**src/rtl/pwm3_pkg.sv**
```systemverilog
`timescale 1ns/1ps
package pwm3_pkg;
  typedef enum logic [1:0] {
    TRIG_MIN  = 2'd0,
    TRIG_MAX  = 2'd1,
    TRIG_BOTH = 2'd2,
    TRIG_ANY  = 2'd3
  } trig_e;
endpackage

```
**src/rtl/pwm3_ref_latch.sv**
```systemverilog
`timescale 1ns/1ps
module pwm3_ref_latch #(
  parameter int CW = 12,
  parameter int DW = 16,
  parameter int SW = 10
) (
  input  logic                 clk_i,
  input  logic                 rst_ni,
  input  logic                 load_i,
  input  logic [CW-1:0]        peak_i,
  input  logic signed [DW-1:0] duty_i,
  input  logic [SW-1:0]        shift_i,
  output logic [CW-1:0]        cmp_o,
  output logic [SW-1:0]        shift_o
);
  localparam int PW = DW - 1 + CW;
  localparam logic [DW-2:0] ONE = (DW-1)'(1) << (DW-2);

  logic [DW-2:0] duty_c;
  logic [PW-1:0] prod;
  logic [CW-1:0] cmp_d;
  logic          unused_prod;

  always_comb begin
    if (duty_i[DW-1])             duty_c = '0;
    else if (duty_i[DW-2:0] > ONE) duty_c = ONE;
    else                          duty_c = duty_i[DW-2:0];
  end

  assign prod        = {{CW{1'b0}}, duty_c} * {{(DW-1){1'b0}}, peak_i};
  assign cmp_d       = prod[DW-2 +: CW];
  assign unused_prod = ^{prod[PW-1], prod[DW-3:0]};

  always_ff @(posedge clk_i or negedge rst_ni) begin
    if (!rst_ni) begin
      cmp_o   <= '0;
      shift_o <= '0;
    end else if (load_i) begin
      cmp_o   <= cmp_d;
      shift_o <= shift_i;
    end
  end
endmodule

```
**src/rtl/pwm3_leg_carrier.sv**
```systemverilog
`timescale 1ns/1ps
module pwm3_leg_carrier #(
  parameter int CW = 12,
  parameter int SW = 10
) (
  input  logic [CW:0]   phase_i,
  input  logic [CW-1:0] peak_i,
  input  logic [SW-1:0] shift_i,
  output logic [CW-1:0] carrier_o
);
  localparam int PW = SW + CW + 1;

  logic [CW:0]   per2;
  logic [PW-1:0] prod;
  logic [CW:0]   ofs;
  logic [CW:0]   sp;
  logic [CW:0]   fold;
  logic          unused_lo;

  assign per2      = {peak_i, 1'b0};
  assign prod      = {{(CW+1){1'b0}}, shift_i} * {{SW{1'b0}}, per2};
  assign ofs       = prod[SW +: CW+1];
  assign unused_lo = ^prod[SW-1:0];

  // delayed phase, wrapped into [0, 2*peak)
  always_comb begin
    if (phase_i >= ofs) sp = phase_i - ofs;
    else                sp = per2 - (ofs - phase_i);
    fold = (sp <= {1'b0, peak_i}) ? sp : per2 - sp;
  end

  assign carrier_o = fold[CW-1:0];
endmodule

```
**src/rtl/pwm3_leg_out.sv**
```systemverilog
`timescale 1ns/1ps
module pwm3_leg_out #(
  parameter int CW = 12
) (
  input  logic          clk_i,
  input  logic          rst_ni,
  input  logic          tristate_i,
  input  logic          mode_ss_i,
  input  logic          ss_top_i,
  input  logic          ss_bot_i,
  input  logic [CW-1:0] cmp_i,
  input  logic [CW-1:0] carrier_i,
  output logic          top_o,
  output logic          bot_o
);
  logic pwm_hi;
  assign pwm_hi = cmp_i > carrier_i;

  always_ff @(posedge clk_i or negedge rst_ni) begin
    if (!rst_ni) begin
      top_o <= 1'b0;
      bot_o <= 1'b0;
    end else if (tristate_i) begin
      top_o <= 1'b0;
      bot_o <= 1'b0;
    end else if (mode_ss_i) begin
      top_o <= ss_top_i;
      bot_o <= ss_bot_i;
    end else begin
      top_o <= pwm_hi;
      bot_o <= ~pwm_hi;
    end
  end
endmodule

```
**src/rtl/pwm3_shifted_carrier.sv**
```systemverilog
`timescale 1ns/1ps
module pwm3_shifted_carrier
  import pwm3_pkg::*;
#(
  parameter int NLEG = 3,
  parameter int CW   = 12,
  parameter int DW   = 16,
  parameter int SW   = 10
) (
  input  logic              clk_i,
  input  logic              rst_ni,
  input  logic [CW-1:0]     carrier_i,
  input  logic [CW-1:0]     peak_i,
  input  logic              at_min_i,
  input  logic              at_max_i,
  input  logic              mode_ss_i,
  input  logic              src_fabric_i,
  input  logic [1:0]        trig_sel_i,
  input  logic [NLEG*DW-1:0] duty_reg_i,
  input  logic [NLEG*DW-1:0] duty_fab_i,
  input  logic [NLEG*SW-1:0] shift_i,
  input  logic [NLEG-1:0]   ss_top_i,
  input  logic [NLEG-1:0]   ss_bot_i,
  input  logic [NLEG-1:0]   tristate_i,
  output logic [NLEG-1:0]   gate_top_o,
  output logic [NLEG-1:0]   gate_bot_o
);
  logic           dir_up_q;
  logic           up_now;
  logic [CW:0]    phase;
  logic           ref_load;
  trig_e          trig;
  logic [NLEG*CW-1:0] cmp_all;

  // flags override the stored direction in their own cycle
  assign up_now = at_min_i | (~at_max_i & dir_up_q);

  always_ff @(posedge clk_i or negedge rst_ni) begin
    if (!rst_ni) dir_up_q <= 1'b1;
    else         dir_up_q <= up_now;
  end

  assign phase = up_now ? {1'b0, carrier_i} : {peak_i, 1'b0} - {1'b0, carrier_i};

  assign trig = trig_e'(trig_sel_i);
  always_comb begin
    unique case (trig)
      TRIG_MIN: ref_load = at_min_i;
      TRIG_MAX: ref_load = at_max_i;
      default:  ref_load = at_min_i | at_max_i;
    endcase
  end

  for (genvar g = 0; g < NLEG; g++) begin : g_leg
    logic signed [DW-1:0] duty_sel;
    logic [SW-1:0]        shift_q;
    logic [CW-1:0]        cmp_q;
    logic [CW-1:0]        leg_car;

    assign duty_sel = src_fabric_i ? duty_fab_i[g*DW +: DW] : duty_reg_i[g*DW +: DW];

    pwm3_ref_latch #(.CW(CW), .DW(DW), .SW(SW)) u_ref (
      .clk_i   (clk_i),
      .rst_ni  (rst_ni),
      .load_i  (ref_load),
      .peak_i  (peak_i),
      .duty_i  (duty_sel),
      .shift_i (shift_i[g*SW +: SW]),
      .cmp_o   (cmp_q),
      .shift_o (shift_q)
    );

    pwm3_leg_carrier #(.CW(CW), .SW(SW)) u_car (
      .phase_i   (phase),
      .peak_i    (peak_i),
      .shift_i   (shift_q),
      .carrier_o (leg_car)
    );

    pwm3_leg_out #(.CW(CW)) u_out (
      .clk_i      (clk_i),
      .rst_ni     (rst_ni),
      .tristate_i (tristate_i[g]),
      .mode_ss_i  (mode_ss_i),
      .ss_top_i   (ss_top_i[g]),
      .ss_bot_i   (ss_bot_i[g]),
      .cmp_i      (cmp_q),
      .carrier_i  (leg_car),
      .top_o      (gate_top_o[g]),
      .bot_o      (gate_bot_o[g])
    );

    assign cmp_all[g*CW +: CW] = cmp_q;
  end
endmodule

```
**config.mk**
```make
export PLATFORM = sky130hd
export DESIGN_NAME = pwm3_shifted_carrier
export DESIGN_NICKNAME = d
export VERILOG_FILES = /design/src/rtl/pwm3_pkg.sv /design/src/rtl/pwm3_ref_latch.sv /design/src/rtl/pwm3_leg_carrier.sv /design/src/rtl/pwm3_leg_out.sv /design/src/rtl/pwm3_shifted_carrier.sv
export SDC_FILE = /design/constraint.sdc
export NUM_CORES = 2
export LEC_CHECK = 0
export ABC_CLOCK_PERIOD_IN_PS = 32600
export BUFFER_PORTS_ARGS = -buffer_cell sky130_fd_sc_hd__buf_2
export CAP_MARGIN = 20
export CORE_MARGIN = 4
export CORE_UTILIZATION = 35
export DETAILED_ROUTE_END_ITERATION = 10
export GPL_ROUTABILITY_DRIVEN = 0
export PLACE_DENSITY = 0.56
export SYNTH_ARGS = -nofsm -noshare
export SYNTH_HDL_FRONTEND = slang
export SYNTH_SLANG_ARGS = --single-unit
```
**constraint.sdc**
```tcl
create_clock -name clk_i -period 32.6 [get_ports clk_i]
set_input_delay 6.52 -clock clk_i [delete_from_list [all_inputs] [get_ports clk_i]]
set_output_delay 6.52 -clock clk_i [all_outputs]
set_load 0.005 [all_outputs]
```
==> results.sh <==
export IMPL_crit_path_top_delay_cell="o21ai_1"
export IMPL_die_h_microns=339
export IMPL_ys_flop_type="dfrtp_1"
export IMPL_viasPerCell=5.13
export IMPL_nets=5837
export IMPL_clock_latency_ns=0.40
export IMPL_cts_buffer_depth=2
export IMPL_synth_edf_count=0
export IMPL_setup_viol=0
export IMPL_io_pins=173
export IMPL_report_final_hold_viol_count=0
export IMPL_fillers=11300
export IMPL_h_tree_depth=3
export IMPL_cap_violations=0
export IMPL_slew_violations=0
export IMPL_synth_area_leaders="fa_1, ha_1, inv_1"
export IMPL_synth_top_area_share=0.336
export IMPL_drc=0
export IMPL_cpPeakStageDelay_ns=0.82
export IMPL_holdPathEnd="g_leg[1].u_ref.cmp_o[0]$_DFFE_PN0P_"
export IMPL_worstRegToRegCells=53
export IMPL_cts_buffers=9
export IMPL_worstMarginPinSlew_ns=1.05
export IMPL_fmax_ghz=0.0526
export IMPL_hold_depth=2
export IMPL_coreArea_sq_um=109000
export IMPL_grt_first_pass_wirelength_mm=180
export IMPL_crit_reg2reg_launch="g_leg[2].u_ref.shift_o[1]$_DFFE_PN0P_"
export IMPL_period_needed_ns=19.02
export IMPL_synth_common_cells="inv_1, fa_1, nand2_1, ha_1, and2_1"
export IMPL_post_drt_wl_per_cell_microns=19.1
export IMPL_synthCells=4445
export IMPL_r2r_slack_ns=19.84
export IMPL_cts_hold_buf=0
export IMPL_ys_warnings_count=0
export IMPL_portBuffers=172
export IMPL_synth_nets=5784
export IMPL_cts_sinks=73
export IMPL_critPathArrivalTime_ns=19.29
export IMPL_avgSynthCellArea_sq_um=8.61
export IMPL_ff_latch_area_sq_um=1830
export IMPL_wirelength_mm=113
export IMPL_die_w_microns=339
export IMPL_final_antenna_net_count=0
export IMPL_post_cts_buffers=0
export IMPL_fin_ws_ns=13.58
export IMPL_final_period_utilization=0.583
export IMPL_drive_gt1_frac=0.0806
export IMPL_start_util=0.352
export IMPL_synth_area_sq_um=38300
export IMPL_die_area_sq_um=115000
export IMPL_outcome="complete, no violations"
export IMPL_finClkSkew_ns=0.0210
export IMPL_grt_max_degree=71
export IMPL_ys_seq_area_frac=0.0478
export IMPL_critPathCaptureType="flip-flop"
export IMPL_rsz0062_at_grt="no"
export IMPL_path_common_cell="o21a_1"
export IMPL_setup_tns_ns=0
export IMPL_yosys_register_bits=73
export IMPL_crit_required_ns=32.87
export IMPL_yosysTopAreaCell="fa_1"
export IMPL_multi_input_comb_area_sq_um=32700
export IMPL_antenna_found_initial=1
export IMPL_fp_row_count=121
export IMPL_first_pass_iters=5
export IMPL_dp_hpwl_mm=88.9
export IMPL_synth_cell_type_count=94
export IMPL_slew_headroom=0.297
export IMPL_track_usage=0.198
export IMPL_clk_pin_slew_ns=0.06
export IMPL_pre_cts_ws_ns=13.29
export IMPL_clockRootBuffer="clkbuf_16"
export IMPL_num_vias=30400
export IMPL_num_antenna_cells=0
export IMPL_drt_iter0_markers=1738
export IMPL_r2r_end="g_leg[2].u_out.top_o$_DFF_PN0_"
export IMPL_hold_class="flip-flop to flip-flop"
export IMPL_cts_tree="yes"
export IMPL_min_delay_start="g_leg[1].u_ref.cmp_o[0]$_DFFE_PN0P_"
export IMPL_syn_to_final_growth_pct=6.94
export IMPL_startpoint_type="primary input"
export IMPL_cts_resized_gates=0
export IMPL_grt_overflow=0
export IMPL_setup_worst_path_class="primary input to flip-flop"
export IMPL_async_reset_ff_frac=1.00
export IMPL_critical_path_max_fanout=46
export IMPL_grt_pass1_vias=31700
export IMPL_yosysMostFrequentCell="inv_1"
## worst max-delay path: cells and delay by family
family	cells	cell delay [ns]
mux	1	0.29
compound gates	24	4.99
xor+xnor	1	0.37
fa+ha+maj	11	3.98
simple gates	11	1.45
buf+inv	7	1.53
## flip-flops by register name (all words and copies together) (netlist names)
register / cells
dir_up_q: 1
g_leg.u_out.bot_o: 3
g_leg.u_out.top_o: 3
g_leg.u_ref.cmp_o: 36
g_leg.u_ref.shift_o: 30
## layer usage
metal | vias up | global-route usage | part of all wire
met4 | 0 | 0.0387 | 0.019
met3 | 107 | 0.0154 | 0.036
met1 | 15300 | 0.261 | 0.44
met2 | 634 | 0.356 | 0.50
li1 | 14300 | - | -
met5 | - | 0 | 0
## worst max-delay path by stage
stage	startpoint	slack, ns	endpoint
after CTS	peak_i[3]	13.72	g_leg[2].u_out.top_o$_DFF_PN0_
final	peak_i[3]	13.58	g_leg[2].u_out.top_o$_DFF_PN0_
after global placement	peak_i[5]	13.46	g_leg[1].u_out.top_o$_DFF_PN0_
after floorplan	peak_i[5]	15.16	g_leg[1].u_out.top_o$_DFF_PN0_
after global routing	peak_i[3]	12.85	g_leg[2].u_out.top_o$_DFF_PN0_
after detailed placement	peak_i[3]	13.29	g_leg[2].u_out.top_o$_DFF_PN0_
## logic make-up (layout without fill, tap and decap cells)
family / after synthesis / count (layout) / share of synthesized area
compound gates: 534 / 534 / 0.0938
flops: 73 / 73 / 0.0478
xor+xnor: 208 / 208 / 0.0493
buf+inv: 974 / 1032 / 0.0980
mux: 112 / 112 / 0.0308
fa+ha+maj: 1187 / 1187 / 0.513
simple gates: 1357 / 1357 / 0.167
## cell usage in the layout, fill, tap and decap left out, types with 16 or more instances in the layout
cell / count
o21bai_1: 35
nor3_1: 183
nand3_1: 33
and3_1: 16
nand4_1: 27
o21ai_0: 96
fa_1: 643
nor4_1: 22
a21o_1: 77
o21a_1: 31
buf_2: 162
mux2i_1: 70
ha_1: 529
and2_1: 213
xnor2_1: 147
nor2_1: 119
dfrtp_1: 72
inv_1: 774
a21oi_1: 143
mux2_2: 41
xor2_1: 55
nor2b_1: 32
buf_4: 71
nand2b_1: 18
o31ai_1: 19
nand2_1: 639
## metrics by stage
stage	hold WS [ns]	utilization	instances	instance area, sq um
finish	0.487	0.376	5917	40900
detailed placement	0.475	0.374	5901	40600
floorplan	0.449	-	4445	38300
global route	0.514	0.376	5917	40900
global placement	0.462	0.373	5900	40600
CTS	0.490	0.376	5917	40900
## layout make-up
| type | instances | share of cell area |
|---|---|---|
| Clock buffer | 10 | 0.00560 |
| Clock inverter | 6 | 0.00220 |
| Inverter | 783 | 0.0718 |
| Multi-Input combinational cell | 3398 | 0.800 |
| Sequential cell | 73 | 0.0447 |
| Tap cell | 1414 | 0.0432 |
| Timing Repair Buffer | 233 | 0.0328 |
Power is not shown: default switching activity piles up to over one toggle a cycle in this logic, so the estimate is an artifact.
